--- src/rtl/i2c_byte_master.sv ---
module i2c_byte_master #(
  parameter int FAST_HALF = 8,
  parameter int SLOW_HALF = 256
) (
  input  logic       clk,
  input  logic       rst_n,
  input  logic [1:0] reg_sel,
  input  logic       wr_en,
  input  logic [7:0] wdata,
  output logic [7:0] rdata,
  output logic       irq,
  output logic       scl_o,
  output logic       sda_o,
  input  logic       sda_i
);
  localparam int CW = $clog2(SLOW_HALF * 16 + 1);

  typedef enum logic [2:0] {S_IDLE, S_START, S_BIT, S_HOLD, S_RS1, S_RS2, S_STOP1, S_STOP2} st_t;
  st_t st;

  logic          ack_en, slow, ie, pend;
  logic [3:0]    ndiv;
  logic [1:0]    mode;
  logic          oe, arb, ackb;
  logic [7:0]    own, dreg, shreg;
  logic [3:0]    bitcnt;
  logic          ph, tx, start_req, stop_req;
  logic [CW-1:0] cnt, half;
  logic          sda_nx;

  wire busy     = (st != S_IDLE);
  wire shifting = (st == S_START) || (st == S_BIT) || (st == S_RS1) || (st == S_RS2);
  wire wr_ctl   = wr_en && reg_sel == 2'd0;
  wire wr_sta   = wr_en && reg_sel == 2'd1;
  wire wr_own   = wr_en && reg_sel == 2'd2;
  wire wr_dat   = wr_en && reg_sel == 2'd3;

  assign half  = (slow ? CW'(SLOW_HALF) : CW'(FAST_HALF)) * (CW'(ndiv) + CW'(1));
  wire   tick  = (cnt >= half - CW'(1));
  assign irq   = ie & pend;
  assign scl_o = (st == S_IDLE) || (st == S_START) || (st == S_RS2) ||
                 (st == S_STOP2) || (st == S_BIT && ph);

  always_comb begin
    case (st)
      S_START, S_STOP1, S_STOP2: sda_nx = 1'b0;
      S_BIT: if (bitcnt < 4'd8) sda_nx = tx ? shreg[7] : 1'b1;
             else               sda_nx = tx ? 1'b1 : ~ack_en;
      default: sda_nx = 1'b1;
    endcase
  end

  always_comb begin
    case (reg_sel)
      2'd0:    rdata = {ack_en, slow, ie, pend, ndiv};
      2'd1:    rdata = {mode, busy, oe, arb, 2'b00, ackb};
      2'd2:    rdata = own;
      default: rdata = dreg;
    endcase
  end

  always_ff @(posedge clk or negedge rst_n) begin
    if (!rst_n) cnt <= '0;
    else if (st == S_IDLE || st == S_HOLD || tick) cnt <= '0;
    else cnt <= cnt + CW'(1);
  end

  always_ff @(posedge clk or negedge rst_n) begin
    if (!rst_n) sda_o <= 1'b1;
    else        sda_o <= ~oe | sda_nx;
  end

  always_ff @(posedge clk or negedge rst_n) begin
    if (!rst_n) begin
      st <= S_IDLE; ack_en <= 1'b0; slow <= 1'b0; ie <= 1'b0; pend <= 1'b0; ndiv <= '0;
      mode <= 2'b00; oe <= 1'b0; arb <= 1'b0; ackb <= 1'b0; own <= '0; dreg <= '0;
      shreg <= '0; bitcnt <= '0; ph <= 1'b0; tx <= 1'b0; start_req <= 1'b0; stop_req <= 1'b0;
    end else begin
      if (wr_ctl) begin
        {ack_en, slow, ie} <= wdata[7:5];
        ndiv <= wdata[3:0];
        pend <= pend & wdata[4];
      end
      if (wr_sta) begin
        mode <= wdata[7:6];
        oe   <= wdata[4];
        arb  <= 1'b0;
        if (wdata[5]) begin start_req <= wdata[7]; stop_req <= 1'b0; end
        else begin start_req <= 1'b0; stop_req <= busy; end
      end
      if (wr_own) own <= wdata;
      if (wr_dat && !shifting) dreg <= wdata;

      case (st)
        S_IDLE: if (start_req && !pend) begin
          st <= S_START; start_req <= 1'b0; shreg <= dreg; tx <= 1'b1;
        end
        S_START: if (tick) begin st <= S_BIT; bitcnt <= '0; ph <= 1'b0; end
        S_BIT: if (tick) begin
          ph <= ~ph;
          if (ph) begin
            if (bitcnt < 4'd8) begin
              shreg  <= {shreg[6:0], sda_i};
              bitcnt <= bitcnt + 4'd1;
              if (tx && sda_o && !sda_i) begin arb <= 1'b1; pend <= 1'b1; st <= S_IDLE; end
            end else begin
              ackb <= sda_i; pend <= 1'b1; st <= S_HOLD;
              if (!tx) dreg <= shreg;
            end
          end
        end
        S_HOLD: if (!pend) begin
          if (stop_req)       begin st <= S_STOP1; stop_req <= 1'b0; end
          else if (start_req) begin st <= S_RS1; start_req <= 1'b0; end
          else begin st <= S_BIT; bitcnt <= '0; ph <= 1'b0; tx <= mode[0]; shreg <= dreg; end
        end
        S_RS1:   if (tick) st <= S_RS2;
        S_RS2:   if (tick) begin st <= S_START; shreg <= dreg; tx <= 1'b1; end
        S_STOP1: if (tick) st <= S_STOP2;
        S_STOP2: if (tick) st <= S_IDLE;
        default: st <= S_IDLE;
      endcase
    end
  end


  hold_chk: assert property (@(posedge clk) disable iff (!rst_n)
    (st == S_HOLD && pend) |=> (st == S_HOLD && !scl_o));

  pend_src_chk: assert property (@(posedge clk) disable iff (!rst_n)
    $rose(pend) |-> ($past(st) == S_BIT));

  sda_edge_chk: assert property (@(posedge clk) disable iff (!rst_n)
    (scl_o && $past(scl_o) && sda_o != $past(sda_o)) |-> (st == S_START || st == S_IDLE));

  data_lock_chk: assert property (@(posedge clk) disable iff (!rst_n)
    (st == S_START || (st == S_BIT && bitcnt < 4'd8)) |=> $stable(dreg));

  arb_rel_chk: assert property (@(posedge clk) disable iff (!rst_n)
    $rose(arb) |-> (st == S_IDLE && pend && scl_o));
endmodule

--- config.mk ---
export PLATFORM = sky130hd
export DESIGN_NAME = i2c_byte_master
export DESIGN_NICKNAME = d
export VERILOG_FILES = /design/src/rtl/i2c_byte_master.sv
export SDC_FILE = /design/constraint.sdc
export NUM_CORES = 1
export LEC_CHECK = 0
export BUFFER_PORTS_ARGS = -buffer_cell sky130_fd_sc_hd__buf_2
export CAP_MARGIN = 5
export CORE_MARGIN = 1
export CORE_UTILIZATION = 61
export CTS_CLUSTER_DIAMETER = 30
export CTS_CLUSTER_SIZE = 12
export DETAILED_ROUTE_END_ITERATION = 7
export PLACE_DENSITY_LB_ADDON = 0.15
export SETUP_SLACK_MARGIN = 0.5
export SYNTH_ARGS = -nofsm -noshare
export SYNTH_HDL_FRONTEND = slang
export SYNTH_SLANG_ARGS = --single-unit
export TNS_END_PERCENT = 10
--- constraint.sdc ---
create_clock -name clk -period 7.8 [get_ports clk]
set_clock_uncertainty 0.15 [all_clocks]
set_input_delay 2.34 -clock clk [delete_from_list [all_inputs] [get_ports clk]]
set_output_delay 2.34 -clock clk [all_outputs]
set_load 0.005 [all_outputs]
# ---- Yosys cells after proc, flatten, opt, wreduce, memory -nomap -nowiden
# Index checks and enable logic that the tools add are counted.
dict set report word_totals {
  ram_bits 0
  in_bits 14
  mem_count 0
  regBits 62
  rom_bits 0
  latch_bits 0
  out_inout_bits 11
}
dict set report classes {
  bitwise 7
  n_addsub 4
  n_div 0
  reduce_logical 34
  n_mul 1
  order_cmp 2
  n_shift 0
  mux 80
  eq_ne 23
}
# op count
set ops {}
lappend ops {{$mux 8} 14}
lappend ops {{$mux 3} 13}
lappend ops {{$mux 1} 36}
lappend ops {{$pmux 8 s4} 1}
lappend ops {{$mux 4} 7}
lappend ops {{$pmux 3 s8} 1}
lappend ops {{$pmux 8 s3} 1}
lappend ops {{$ne 2x2->1 const B} 10}
lappend ops {{$add 13x1->13 const B} 1}
lappend ops {{$ge 13x13->1} 1}
lappend ops {{$mul 9x5->13} 1}
lappend ops {{$mux 13} 1}
lappend ops {{$sub 13x1->13 const B} 1}
lappend ops {{$eq 3x3->1 const B} 4}
lappend ops {{$pmux 4 s3} 1}
lappend ops {{$reduce_and 6->1} 2}
lappend ops {{$reduce_and 10->1} 1}
lappend ops {{$logic_and 1x1->1} 9}
lappend ops {{$logic_or 1x1->1} 9}
lappend ops {{$mux 9} 1}
lappend ops {{$reduce_and 9->1} 1}
lappend ops {{$reduce_bool 3->1} 3}
lappend ops {{$reduce_and 8->1} 1}
lappend ops {{$eq 3x2->1 const B} 2}
lappend ops {{19 further kinds} 29}

# ---- Longest topological paths before layout
dict set report depth {
  word_depth 12
  depth_mapped 22
}

# ---- Least setup slack after synthesis
# Ideal clock, no wire load.
dict set report synth_path {
  path_kind {input to output}
  start {input port reg_sel[0]}
  end {output port rdata[1]}
  path_buffers 1
  path_stages 3
  slack_ns 2.026
  arrival_time_ns 3.284
  path_cell_list {buf_1 mux2_2 a22o_1}
}
dict set report synth_via {
  elab_chain_cells 2
  word_cells_on_any_way 4
}
# item line
set synth_rtl {}
lappend synth_rtl {{start, declared} 7} ;# input logic [1:0] reg_sel,
lappend synth_rtl {{$eq 2x2->1, or another cell as far along} 54} ;# case (reg_sel)
lappend synth_rtl {{$pmux 8 s3 *} 54}
lappend synth_rtl {{end, declared} 10} ;# output logic [7:0] rdata,
# Mark *: on every way between the ends. The rest lies on a longest branch, timed or not.

# ---- Final worst setup path
# Same ends and word-level chain as after synthesis.

==> results by group <==
STA
  • Final hold vios: 0
  • RSZ-0062 raised after global routing: false
  • Tcrit/Tclk final: 0.750
  • Max Freq: 171 MHz
  • Hold slack: 355 ps
  • Setup TNS: 0 ps
  • Final setup violation count: 0
  • Slew HR: 0.407
  • Period minus WS final: 5850 ps
  • Slew Viols, Final: 0
  • Worst-margin pin slew: 890 ps

Setup path
  • Critical path type: in2out
  • Crit path launch type: input pin
  • Data arrival, critical path: 3360 ps
  • CP max FO: 13
  • FF-to-FF setup slack: 2630 ps
  • CP endpoint kind: output pin
  • Worst Reg2Reg Path Length in Cells: 19
  • Reg2reg end: shreg[7]
  • Worst reg2reg startpoint: ndiv[0]
  • Critical Path RT: 5310 ps

Drt
  • Routed WL: 8570 um
  • Drt pass-1 iters: 4
  • Detailed-route DRC error count: 0
  • Initial drt markers: 151
  • Post-route ant nets: 0
  • Vias: 3030
  • Post-DR wirelength/cell: 17.0 um
  • Via density: 6.01

Global route
  • Initial antenna violation count: 0
  • Vias in the first global route: 2691
  • Global-route wire length before repair: 13100 um
  • Total Routing Usage GR: 0.262
  • Largest net degree at the start of global routing: 63
  • Remaining global-route overflow: 0

CTS
  • CTS sink cnt: 62
  • CTS max path bufs: 2
  • Clk slew on worst S/H paths: 70 ps
  • Post-CTS setup buffer count: 0
  • # hold bufs at CTS: 0
  • H-tree levels: 3
  • Post-CTS resize count: 0
  • Latest clock arrival within the worst-skew pair: 350 ps
  • CTS tree: yes
  • CTS buffer count: 9
  • Root buffer cell: clkbuf_8

Die
  • Total core area: 6310 um2
  • Die span in y: 82.7 um
  • Die area: 6840 um2
  • FP Rows: 29
  • Io pins: 25
  • Chip width: 82.7 um
  • Initial Util: 0.629

Flow run
  • Max cap viols: 0

Synth
  • Synth Cell Area: 3970 um2
  • Syn avg cell area: 9.93 um2
  • Mapped Cells: 400
  • Compound-Gate Fraction of Synth Area: 0.111
  • Sequential share of the synthesized area: 0.391
  • Post-synth ARST share: 1.00
  • Net Count, Synth: 439
  • Most numerous cell in the Yosys netlist: dfrtp_1
  • Yosys cell types: 48
  • Largest family of logic cells by synthesized area: multiplexers
  • Post-Synth XOR/XNOR Area: 0.0507
  • Synth top cells by count: 61 x dfrtp_1, 47 x nand2_1, 46 x mux2_2
  • Leading area contributor after synthesis: dfrtp_1
  • Simple-Gate Fraction of Synth Area: 0.161
  • Share of the synthesized area in the top cell type: 0.384
  • Yosys reg bits: 62
  • Ranking of synthesized cells by area: dfrtp_1 38%, mux2_2 13%, ha_1 7.6%
  • Synth warn: 0
  • Synth Flop Type: dfrtp_1
  • Post-synthesis mux area share: 0.172
  • Adder-cell share of the synthesized area: 0.0806
  • EDFF count, synth: 0

Min path
  • Min-delay src: own[7]
  • Worst Hold Class: reg2reg
  • Hold Crit Endpoint: own[7]
  • Worst Hold Depth: 1

Layout
  • Nets@finish: 461
  • Area growth, synth to finish: 9.26%
  • Fillers: 518
  • Share of cells above drive strength 1: 0.241
  • Post-Route Utilization: 0.688
  • Antenna diodes: 0

Place
  • Final GP Congestion: 0.850
  • I/O Buffers: 24
  • DP Wirelength: 6090 um

Power
  • P_leak: 2.08 nW
  • Total power: 1.01 mW
  • Max VDD drop: 0.147 mV
  • PwrDens: 233 nW/um2

Outcome
  • Status: finished, final reports clean
[power breakdown]
part           internal, mW  switching [mW]  total (mW)
logic                 0.157           0.165       0.322
clock network         0.148           0.135       0.283
registers             0.359          0.0484       0.408
total                 0.664           0.348        1.01
[sequential cells by signal (all words and copies together) (netlist names)]
| name | cells |
|---|---|
| cnt | 13 |
| dreg | 8 |
| own | 8 |
| shreg | 8 |
| bitcnt | 4 |
| ndiv | 4 |
| st | 3 |
| mode | 2 |
| ack_en | 1 |
| ackb | 1 |
| arb | 1 |
| ie | 1 |
| oe | 1 |
| pend | 1 |
| ph | 1 |
| sda_o | 1 |
| slow | 1 |
| start_req | 1 |
| stop_req | 1 |
| tx | 1 |
[how the worst max path moves through the flow]
stage / startpoint / to / slack (ps)
2_1_floorplan: reg_sel[0] / rdata[1] / 2030
3_3_place_gp: reg_sel[0] / rdata[1] / 2010
3_5_place_dp: reg_sel[0] / rdata[1] / 1980
4_1_cts: reg_sel[0] / rdata[1] / 1960
5_1_grt: reg_sel[0] / rdata[1] / 1910
6_report: reg_sel[0] / rdata[1] / 1950
[kinds of logic after synthesis]
kind of cell | Yosys count
DFF | 62
xor gates and xnor gates | 23
adders and majority gates | 25
AOI/OAI and AO/OA | 71
and+or+nand+nor | 130
buffers and inverters | 34
muxes | 55
[metal layers]
metal | vias to the layer above | global-route usage | wire (um)
met1 | 1488 | 0.344 | 3830
met4 | 0 | 0.0862 | 121
met3 | 11 | 0.0495 | 336
li1 | 1465 | - | -
met2 | 66 | 0.435 | 4280
met5 | - | 0 | 0
[stage by stage]
stage	setup slack (ps)	std cells	area (um2)
final	1950	504	4340
after global routing	1910	504	4340
after CTS	1960	504	4340
after detailed placement	1980	488	4140
after global placement	2010	488	4140
after floorplan	2030	400	3970
[layout make-up]
type / instances / area, um2 / share of cell area
Inverter: 18 / 67.6 / 0.0156
Multi-Input combinational cell: 304 / 2280 / 0.526
Sequential cell: 62 / 1550 / 0.358
Clock buffer: 9 / 124 / 0.0285
Timing Repair Buffer: 27 / 143 / 0.0329
Clock inverter: 7 / 73.8 / 0.0170
Tap cell: 77 / 96.3 / 0.0222
[worst max-delay path: stages]
cell and delay [ps]:
buf_2 270, mux2_2 380, a22o_1 240, buf_2 120
[layout by cell type (no fill, tap or decap), types with 3 or more instances in the layout]
cell	instances
nor3_1	5
nand3_1	12
xnor2_1	6
inv_1	18
o21ai_0	21
a22o_1	3
and3_1	3
nand2b_1	7
xor2_1	17
mux2i_1	3
and4_1	3
or3_1	4
a21oi_1	23
buf_2	24
ha_1	24
mux4_2	6
a31oi_1	5
nand2_1	47
nor2b_1	9
o21bai_1	3
mux2_2	46
nor3b_1	4
clkbuf_8	9
dfrtp_1	61
buf_4	3
nor2_1	27
No activity file was read; power rests on OpenSTA's default activity.
